`src/rtl/pxe_pkg.sv`:
```
package pxe_pkg;
  localparam int WORD_W = 16;

  typedef enum logic [1:0] {
    SZ_WORD  = 2'd0,
    SZ_BYTE  = 2'd1,
    SZ_BSWAP = 2'd2,
    SZ_NIB   = 2'd3
  } size_e;

  localparam logic [1:0] CTL_RD = 2'd1;
  localparam logic [1:0] CTL_WR = 2'd2;
endpackage

```
`src/rtl/pxe_addr_init.sv`:
```
module pxe_addr_init
  import pxe_pkg::*;
#(
  parameter int MEM_AW = 10,
  parameter int BUS_AW = 12,
  parameter int CNT_W  = 8
) (
  input  size_e             size,
  input  logic [MEM_AW-1:0] mem_base,
  input  logic [BUS_AW-1:0] bus_base,
  input  logic [CNT_W-1:0]  count,
  output logic [MEM_AW-1:0] mem_top,
  output logic [BUS_AW-1:0] bus_top
);
  logic [BUS_AW-1:0] cnt_b;
  logic [BUS_AW-1:0] items;

  assign cnt_b = BUS_AW'(count);

  always_comb begin
    unique case (size)
      SZ_WORD:           items = cnt_b;
      SZ_BYTE, SZ_BSWAP: items = cnt_b << 1;
      default:           items = cnt_b << 2;
    endcase
  end

  assign mem_top = mem_base + MEM_AW'(count) - MEM_AW'(1);
  assign bus_top = bus_base + items - BUS_AW'(1);
endmodule

```
`src/rtl/pxe_repack.sv`:
```
module pxe_repack
  import pxe_pkg::*;
(
  input  size_e              size,
  input  logic [WORD_W-1:0]  mem_word,
  input  logic [WORD_W-1:0]  cur,
  input  logic [WORD_W-1:0]  rd_item,
  output logic [WORD_W-1:0]  load_val,
  output logic [WORD_W-1:0]  load_item,
  output logic [WORD_W-1:0]  rot_val,
  output logic [WORD_W-1:0]  rot_item,
  output logic [WORD_W-1:0]  asm_val,
  output logic [1:0]         last_idx
);
  function automatic logic [WORD_W-1:0] trim(input size_e s, input logic [WORD_W-1:0] v);
    unique case (s)
      SZ_WORD:           trim = v;
      SZ_BYTE, SZ_BSWAP: trim = {8'h00, v[7:0]};
      default:           trim = {12'h000, v[3:0]};
    endcase
  endfunction

  always_comb begin
    unique case (size)
      SZ_WORD: begin
        load_val = mem_word;
        rot_val  = cur;
        asm_val  = rd_item;
        last_idx = 2'd0;
      end
      SZ_BYTE: begin
        load_val = {mem_word[7:0], mem_word[15:8]};
        rot_val  = {cur[7:0], cur[15:8]};
        asm_val  = {cur[7:0], rd_item[7:0]};
        last_idx = 2'd1;
      end
      SZ_BSWAP: begin
        load_val = mem_word;
        rot_val  = {cur[7:0], cur[15:8]};
        asm_val  = {rd_item[7:0], cur[15:8]};
        last_idx = 2'd1;
      end
      default: begin
        load_val = mem_word;
        rot_val  = {cur[3:0], cur[15:4]};
        asm_val  = {rd_item[3:0], cur[15:4]};
        last_idx = 2'd3;
      end
    endcase
  end

  assign load_item = trim(size, load_val);
  assign rot_item  = trim(size, rot_val);
endmodule

```
`src/rtl/pack_xfer_engine.sv`:
```
module pack_xfer_engine
  import pxe_pkg::*;
#(
  parameter int MEM_AW = 10,
  parameter int BUS_AW = 12,
  parameter int CNT_W  = 8
) (
  input  logic              clk,
  input  logic              rst,
  input  logic              cmd_start,
  input  logic              cmd_dir,
  input  logic [1:0]        cmd_size,
  input  logic [MEM_AW-1:0] cmd_mem_base,
  input  logic [BUS_AW-1:0] cmd_bus_base,
  input  logic [CNT_W-1:0]  cmd_count,
  output logic              mem_req,
  output logic              mem_we,
  output logic [MEM_AW-1:0] mem_addr,
  output logic [15:0]       mem_wdata,
  input  logic [15:0]       mem_rdata,
  input  logic              mem_rdy,
  output logic              bus_ctl_stb,
  output logic [1:0]        bus_ctl,
  output logic              bus_req,
  output logic              bus_we,
  output logic [BUS_AW-1:0] bus_addr,
  output logic [15:0]       bus_wdata,
  input  logic [15:0]       bus_rdata,
  input  logic              bus_rdy,
  output logic              done
);
  localparam int DW = WORD_W;

  typedef enum logic [2:0] {S_IDLE, S_CTL, S_MRD, S_BOUT, S_BIN, S_MWR} state_e;

  state_e            state;
  logic              dir_q;
  size_e             size_q;
  logic [CNT_W-1:0]  words_left;
  logic [1:0]        item_idx;
  logic [DW-1:0]     data_q;

  logic [MEM_AW-1:0] mem_top;
  logic [BUS_AW-1:0] bus_top;
  logic [DW-1:0]     load_val, load_item, rot_val, rot_item, asm_val;
  logic [1:0]        last_idx;
  logic              last_word;

  pxe_addr_init #(.MEM_AW(MEM_AW), .BUS_AW(BUS_AW), .CNT_W(CNT_W)) u_addr (
    .size     (size_e'(cmd_size)),
    .mem_base (cmd_mem_base),
    .bus_base (cmd_bus_base),
    .count    (cmd_count),
    .mem_top  (mem_top),
    .bus_top  (bus_top)
  );

  pxe_repack u_pack (
    .size      (size_q),
    .mem_word  (mem_rdata),
    .cur       (data_q),
    .rd_item   (bus_rdata),
    .load_val  (load_val),
    .load_item (load_item),
    .rot_val   (rot_val),
    .rot_item  (rot_item),
    .asm_val   (asm_val),
    .last_idx  (last_idx)
  );

  assign last_word = (words_left == CNT_W'(1));

  always_ff @(posedge clk) begin
    if (rst) begin
      state       <= S_IDLE;
      dir_q       <= 1'b0;
      size_q      <= SZ_WORD;
      words_left  <= '0;
      item_idx    <= '0;
      data_q      <= '0;
      mem_req     <= 1'b0;
      mem_we      <= 1'b0;
      mem_addr    <= '0;
      mem_wdata   <= '0;
      bus_ctl_stb <= 1'b0;
      bus_ctl     <= '0;
      bus_req     <= 1'b0;
      bus_we      <= 1'b0;
      bus_addr    <= '0;
      bus_wdata   <= '0;
      done        <= 1'b0;
    end else begin
      done        <= 1'b0;
      bus_ctl_stb <= 1'b0;
      unique case (state)
        S_IDLE: if (cmd_start) begin
          dir_q      <= cmd_dir;
          size_q     <= size_e'(cmd_size);
          words_left <= cmd_count;
          mem_addr   <= mem_top;
          bus_addr   <= bus_top;
          item_idx   <= '0;
          data_q     <= '0;
          if (cmd_count == '0) begin
            done <= 1'b1;
          end else begin
            state       <= S_CTL;
            bus_ctl_stb <= 1'b1;
            bus_ctl     <= cmd_dir ? CTL_RD : CTL_WR;
          end
        end
        S_CTL: begin
          if (dir_q) begin
            bus_req <= 1'b1;
            bus_we  <= 1'b0;
            state   <= S_BIN;
          end else begin
            mem_req <= 1'b1;
            mem_we  <= 1'b0;
            state   <= S_MRD;
          end
        end
        S_MRD: if (mem_rdy) begin
          mem_req   <= 1'b0;
          mem_addr  <= mem_addr - MEM_AW'(1);
          data_q    <= load_val;
          bus_wdata <= load_item;
          bus_req   <= 1'b1;
          bus_we    <= 1'b1;
          item_idx  <= '0;
          state     <= S_BOUT;
        end
        S_BOUT: if (bus_rdy) begin
          bus_addr <= bus_addr - BUS_AW'(1);
          if (item_idx == last_idx) begin
            bus_req    <= 1'b0;
            words_left <= words_left - CNT_W'(1);
            if (last_word) begin
              done  <= 1'b1;
              state <= S_IDLE;
            end else begin
              mem_req <= 1'b1;
              state   <= S_MRD;
            end
          end else begin
            item_idx  <= item_idx + 2'd1;
            data_q    <= rot_val;
            bus_wdata <= rot_item;
          end
        end
        S_BIN: if (bus_rdy) begin
          bus_addr <= bus_addr - BUS_AW'(1);
          data_q   <= asm_val;
          if (item_idx == last_idx) begin
            bus_req   <= 1'b0;
            mem_req   <= 1'b1;
            mem_we    <= 1'b1;
            mem_wdata <= asm_val;
            state     <= S_MWR;
          end else begin
            item_idx <= item_idx + 2'd1;
          end
        end
        S_MWR: if (mem_rdy) begin
          mem_req    <= 1'b0;
          mem_addr   <= mem_addr - MEM_AW'(1);
          words_left <= words_left - CNT_W'(1);
          item_idx   <= '0;
          data_q     <= '0;
          if (last_word) begin
            done  <= 1'b1;
            state <= S_IDLE;
          end else begin
            bus_req <= 1'b1;
            bus_we  <= 1'b0;
            state   <= S_BIN;
          end
        end
        default: state <= S_IDLE;
      endcase
    end
  end
endmodule

```
`config.mk`:
```
export PLATFORM = sky130hd
export DESIGN_NAME = pack_xfer_engine
export DESIGN_NICKNAME = d
export VERILOG_FILES = /design/src/rtl/pxe_pkg.sv /design/src/rtl/pxe_addr_init.sv /design/src/rtl/pxe_repack.sv /design/src/rtl/pack_xfer_engine.sv
export SDC_FILE = /design/constraint.sdc
export NUM_CORES = 1
export LEC_CHECK = 0
export ABC_AREA = 1
export BUFFER_PORTS_ARGS = -buffer_cell sky130_fd_sc_hd__buf_2
export CAP_MARGIN = 20
export CORE_UTILIZATION = 40
export DETAILED_ROUTE_END_ITERATION = 12
export PLACE_DENSITY = 0.65
export RECOVER_POWER = 25
export SLEW_MARGIN = 20
export SYNTH_ARGS = -nofsm -noshare
export SYNTH_HDL_FRONTEND = slang
export SYNTH_HIERARCHICAL = 1
export SYNTH_SLANG_ARGS = --single-unit
```
`constraint.sdc`:
```
create_clock -name clk -period 2.68 [get_ports clk]
set_input_delay 0.268 -clock clk [delete_from_list [all_inputs] [get_ports clk]]
set_output_delay 0.268 -clock clk [all_outputs]
set_load 0.02 [all_outputs]
```
---- Word level (Yosys, flattened, before mapping) ----
Index checks and enable logic that the tools add are counted.
operators by class
  order comparisons ....................... 0
  multipliers ............................. 0
  equality and inequality tests ........... 28
  divide/modulo/power cells ............... 0
  bitwise gates (word level) .............. 3
  multiplexer cells ....................... 75
  add/subtract/negate cells ............... 8
  reduce and logical (&&, ||, !) cells .... 33
  shifts and indexed selects .............. 0
operator list
  kind                                                                   count
  16-bit two-way mux                                                     10
  16-bit case mux with 2 select lines                                    4
  16-bit case mux with 5 select lines                                    1
  16-bit case mux with 3 select lines                                    1
  10-bit case mux with 2 select lines                                    2
  8-bit two-way mux                                                      4
  3-bit two-way mux                                                      10
  2-bit != test (second input constant)                                  14
  12-bit two-way mux                                                     2
  12-bit case mux with 2 select lines                                    1
  8-bit case mux with 3 select lines                                     1
  12-bit by 1-bit subtractor with 12-bit output (second input constant)  2
  1-bit two-way mux                                                      23
  10-bit two-way mux                                                     2
  10-bit by 1-bit subtractor with 10-bit output (second input constant)  2
  3-bit case mux with 6 select lines                                     1
  8-bit AND reduction                                                    2
  5-bit AND reduction                                                    3
  7-bit AND reduction                                                    2
  12-bit adder                                                           1
  2-bit two-way mux                                                      6
  3-bit AND reduction                                                    4
  10-bit by 8-bit adder with 10-bit output                               1
  3-bit nonzero test                                                     3
  26 further kinds                                                       45
word-level totals
  output and inout port bits .............. 62
  memory bits (read-only) ................. 0
  RAM bits ................................ 0
  bits in latches ......................... 0
  bits of input ports ..................... 70
  memories kept ........................... 0
  register bits after elaboration ......... 94
  word-level logic and storage cells ...... 164

---- Longest topological paths before layout ----
  word-level depth ........................ 7
  mapped depth ............................ 21
  gate-level depth less buffers ........... 21

---- Cells and area by module ----
The synthesis kept the hierarchy.
modules (own cells, without submodules)
  module            seq. area each (um^2)  times used  area an instance (um^2)  cells each
  pack_xfer_engine  1881.8                 1           5227.5                   838
  pxe_addr_init     0.0                    1           1554.0                   276
  pxe_repack        0.0                    1           1263.7                   284

---- Least setup slack after synthesis ----
Ideal clock, no wire load.
  kind .................................... input-to-reg
  start point ............................. input port cmd_size[0]
  end point ............................... register bus_addr[9]
  setup time .............................. 132 ps
  data required time ...................... 2548 ps
  path buffers ............................ 0
  arrival time ............................ 2475 ps
  path slack .............................. 73 ps
  stages .................................. 20
  cells stage by stage .................... inv_1 ha_1 inv_1 nor2_1 a32oi_1 ha_1 inv_1 ha_1 inv_1 fa_1 inv_1 nand3_1 nand3_1 nand2_1 nand3_1 nand2_1 nor2_1 nor2_1 nand2_1 a21oi_1
between the ends
  longest elaborated chain between the ends .. 7
  elaborated cells between the ends (all ways) .. 9
  those cells by class .................... add/sub (2); eq/ne (2); mux (3); reduce/logical (2)
ends and longest elaborated chain
  what                                                                                          RTL line                 source
  start: declaration                                                                            pack_xfer_engine.sv:12   input logic [1:0] cmd_size,
  2-bit by 1-bit equality test with 1-bit output / 2-bit equality test (equally long branches)  pxe_addr_init.sv:21      unique case (size)
  2-bit OR reduction                                                                            pxe_addr_init.sv:21
  10-bit case mux with 2 select lines *                                                         pxe_addr_init.sv:21
  12-bit adder *                                                                                pxe_addr_init.sv:29      assign bus_top = bus_base + items - BUS_AW'(1);
  12-bit by 1-bit subtractor with 12-bit output *                                               pxe_addr_init.sv:29
  via bus_top[9]                                                                                pack_xfer_engine.sv:44   logic [BUS_AW-1:0] bus_top;
  12-bit two-way mux *                                                                          pack_xfer_engine.sv:96   S_IDLE: if (cmd_start) begin
  12-bit case mux with 2 select lines *                                                         pack_xfer_engine.sv:95   unique case (state)
  end signal: assignment                                                                        pack_xfer_engine.sv:101  bus_addr <= bus_top;
  end signal: assignment                                                                        pack_xfer_engine.sv:134  bus_addr <= bus_addr - BUS_AW'(1);
  end signal: assignment                                                                        pack_xfer_engine.sv:152  bus_addr <= bus_addr - BUS_AW'(1);
  end: declaration                                                                              pack_xfer_engine.sv:26   output logic [BUS_AW-1:0] bus_addr,
Mark *: on every way through the listed nets, which the timed path passes. The rest lies on a longest branch. The select of a mux whose other input is x is not followed.
A chain may end at the register's enable or synchronous reset.

---- Worst setup path in the final report ----
  start point ............................. input port cmd_size[0]
  end point ............................... register bus_addr[6]
Same word-level chain as after synthesis.

==> results.toml <==
[sta]
slew_headroom_pct = 61.5
max_freq_ghz = 0.407
fin_crit_sh_pct = 91.8
period_needed_ns = 2.46
hold_viol_final = 0
slew_violations = 0
worst_slack_ns = 0.220
setup_viol = 0
rsz0062_at_grt = "no"
holdWs_ns = 0.274
clock_skew_ns = 0.0111
worst_slew_pin_slew_ns = 0.571

[worst_setup_path]
r2r_start = "size_q[1]"
cp_num_buf_inv = 4
crit_arrival_ns = 2.68
reg2reg_to = "data_q[5]"
cp-startpoint = "cmd_size[0]"
cp-end-kind = "register"
cp_slowest_cell = "ha_1"
cp_data_required_time_ns = 2.90
r2r_slack_ns = 0.39
crit_family = "adder cells"
critPathMaxStageDelay_ns = 0.34
setup.worst_path.start_class = "input pin"
critical_path.cell_chain = "buf_2 -> inv_1 -> ha_1 -> inv_1 -> o221ai_1 -> o21ai_0 -> ha_1 -> inv_1 -> ha_1 -> nand3_1 -> nand3_2 -> nand2_1 -> nand2_1 -> xor2_1 -> or2_2 -> nand3_1 -> a21oi_1"
cp_max_fo = 6
crit_cells = 17
endpoint = "bus_addr[6]"
worstSetupPathType = "in -> reg"
ff2ff_path_depth = 12

[die]
fp.dieW_um = 144
io_pins = 132
fp.coreArea_um2 = 19600
start_util_pct = 41.1
row_count = 51
die_h_um = 144
dieArea_um2 = 20700

[synth]
yosysWarnings = 6
synth_fp_nets = 1516
synth_cell_types = 44
async_reset_ff_share_pct = 0
synth-seq-cells = 94
mappedNetlistArea_um2 = 8050
synth.avg_cell_area_um2 = 5.75
synthFlopType = "dfxtp_1"
netlist.top_cell.by_area = "nand2_1"
synth.area.top_cells = "nand2_1 24%, dfxtp_1 23%, nor2_1 8.1%"
yosysSeqAreaShare_pct = 23.4
postSynthCellCount = 1398
synth_top_area_share_pct = 24.4
synth_edf_count = 0

[power_and_ir_drop]
p_clk_share_pct = 13.9
vdd_ir_drop_max_uv = 556
p_seq_share_pct = 24.1
swShare_pct = 52.8
p_int_w = 0.00462
leakagePower_nw = 4.93
power.switching_w = 0.00515
powerDensity_nw_per_um2 = 1060
p_comb_share_pct = 62.1

[min_path]
hold_path.class = "in -> reg"

[route]
totalWireLength_um = 23700
viasPerCell = 4.92
ant_nets = 0
drtIter0Drc = 505
first_pass_iters = 5
vias = 8802
remaining_drc_errors = 0
post_drt_wl_per_cell_um = 13.2

[clock_network]
numCtsBuffers = 9
cts_tree = "done"
htreeDepth = 3
root_buffer = "clkbuf_16"
clock_latency_ns = 0.36
cts.sinks = 94
cts_buffer_depth = 2
cts_setup_buffers = 0
path_clk_slew_ns = 0.07

[cells_and_area]
multi_input_area_um2 = 5180
post-route-util_pct = 47.2
fillCellCount = 2133
layout.nets = 1636
layout-drive-gt1-share_pct = 13.0
area_delta_synth_final_pct = 14.9
register_area_um2 = 1880

[global_route]
grt_overflow = 0
antenna_found_initial = 0
grt_pass1_wl_um = 38000
grt_pass1_vias = 7846
grt_usage_pct = 23.3
grt_max_degree = 50

[place]
gp_congestion = 0.936
dpl.hpwl_um = 17700
dp_slack_ns = -0.242
portBuffers = 131

[flow_run]
max_cap_viol_count = 0

[run_status]
status = "completed"
[stage by stage]
step	instances	instance area, um^2	total power, W	setup TNS (ns)
6_report	1789	9240	0.00977	0
5_1_grt	1788	9240	0.0108	0
4_1_cts	1788	9260	0.00982	0
3_5_place_dp	1772	8950	0.00841	-1.25
3_3_place_gp	1772	8950	0.00836	-0.790
2_1_floorplan	1398	8050	0.00695	0
[worst min path at each step]
stage | startpoint | end | depth (start not counted)
final | cmd_dir | dir_q | 3
after global routing | cmd_dir | dir_q | 3
after CTS | cmd_dir | dir_q | 3
after detailed placement | mem_we | mem_we | 2
after global placement | mem_wdata[13] | mem_wdata[13] | 2
after floorplan | cmd_size[0] | size_q[0] | 2
[repair_timing]
action	4_1_cts	5_1_grt
setup endpoints to repair	0	7
hold buffers	0	0
resized for setup	0	10
endpoints found under the hold margin	0	0
[kinds of logic (layout without fill, tap and decap cells)]
kind of cell | count (synthesis) | in the layout | synth area share (%)
and+or+nand+nor | 833 | 833 | 43.1
other | 0 | 1 | 0
adders and majority gates | 48 | 48 | 7.65
buffers and inverters | 235 | 360 | 12.6
xor gates and xnor gates | 11 | 11 | 1.20
DFF | 94 | 94 | 23.4
AOI/OAI and AO/OA | 177 | 177 | 12.1
[synth_stat cells (2+ instances only)]
master / instances
o21ai_2: 2
nand4_1: 8
o22ai_1: 2
inv_4: 2
buf_2: 20
nor3_1: 3
buf_6: 4
nand3_1: 76
nor2_1: 173
inv_1: 168
nor2_2: 7
buf_4: 19
nand2_1: 523
o21ai_1: 12
o21a_1: 3
a21oi_1: 71
clkbuf_1: 13
o221ai_1: 6
xnor2_1: 6
o211ai_1: 2
o21ai_0: 65
nor2b_1: 4
inv_2: 8
nor2_4: 6
xor2_1: 5
nand2_2: 4
and2_1: 9
ha_1: 46
nand3b_1: 4
dfxtp_1: 94
or2_2: 4
a211oi_1: 9
nand3_2: 5
nand2_4: 4
fa_1: 2
[worst register-to-register path: stages (launching register included)]
cell	delay, ns
dfxtp_1	0.41
inv_1	0.09
ha_1	0.54
inv_1	0.10
nor2_2	0.40
nand2_1	0.13
nand3_1	0.10
nand2_1	0.05
o21ai_0	0.10
a21oi_1	0.06
nand2_1	0.10
nand2_1	0.06
nor2_1	0.10
[sequential cells by signal, summed over array words and instances, names as in the netlist]
signal / flops
size_q: 2
bus_ctl_stb: 1
bus_we: 1
mem_we: 1
state: 3
mem_wdata: 16
bus_req: 1
dir_q: 1
bus_wdata: 16
mem_req: 1
data_q: 16
bus_addr: 12
words_left: 8
item_idx: 2
bus_ctl: 2
done: 1
mem_addr: 10
[cell type report]
cell class / count / area share [%]
flip-flops and latches: 94 / 20.4
repair buffers: 166 / 9.41
multi-input cells: 1069 / 56.1
clock buffers: 9 / 2.44
well taps: 265 / 3.59
clock inverters: 7 / 0.839
diodes: 1 / 0.0271
inverters: 178 / 7.28
[layout by cell type, fill, tap and decap left out, types with 5 or more instances in the layout]
master / synthesis / layout
a211oi_1: 9 / 9
a21oi_1: 71 / 70
and2_1: 9 / 9
buf_2: 20 / 92
buf_4: 19 / 35
clkbuf_1: 13 / 39
clkbuf_16: 0 / 9
dfxtp_1: 94 / 94
ha_1: 46 / 44
inv_1: 168 / 165
inv_2: 8 / 11
nand2_1: 523 / 522
nand2_2: 4 / 5
nand3_1: 76 / 75
nand3_2: 5 / 6
nand4_1: 8 / 8
nor2_1: 173 / 172
nor2_2: 7 / 8
nor2_4: 6 / 6
o21ai_0: 65 / 65
o21ai_1: 12 / 12
o221ai_1: 6 / 6
xnor2_1: 6 / 6
xor2_1: 5 / 5
[power by group through the flow]
stage	combinational, W	sequential [W]	clock, W
after floorplan	0.00441	0.00254	0
after global placement	0.00599	0.00237	0
after detailed placement	0.00603	0.00237	0
after CTS	0.00607	0.00234	0.00140
after global routing	0.00688	0.00242	0.00146
final	0.00607	0.00235	0.00135
[metal layers]
| metal | vias up | track usage [%] | routed length [um] |
|---|---|---|---|
| li1 | 4613 | - | - |
| met1 | 3897 | 29.4 | 10700 |
| met2 | 250 | 39.6 | 11000 |
| met3 | 42 | 3.70 | 1280 |
| met4 | 0 | 9.01 | 643 |
| met5 | - | 0 | 0 |
Note: power is estimated with default switching activity, not from simulation.
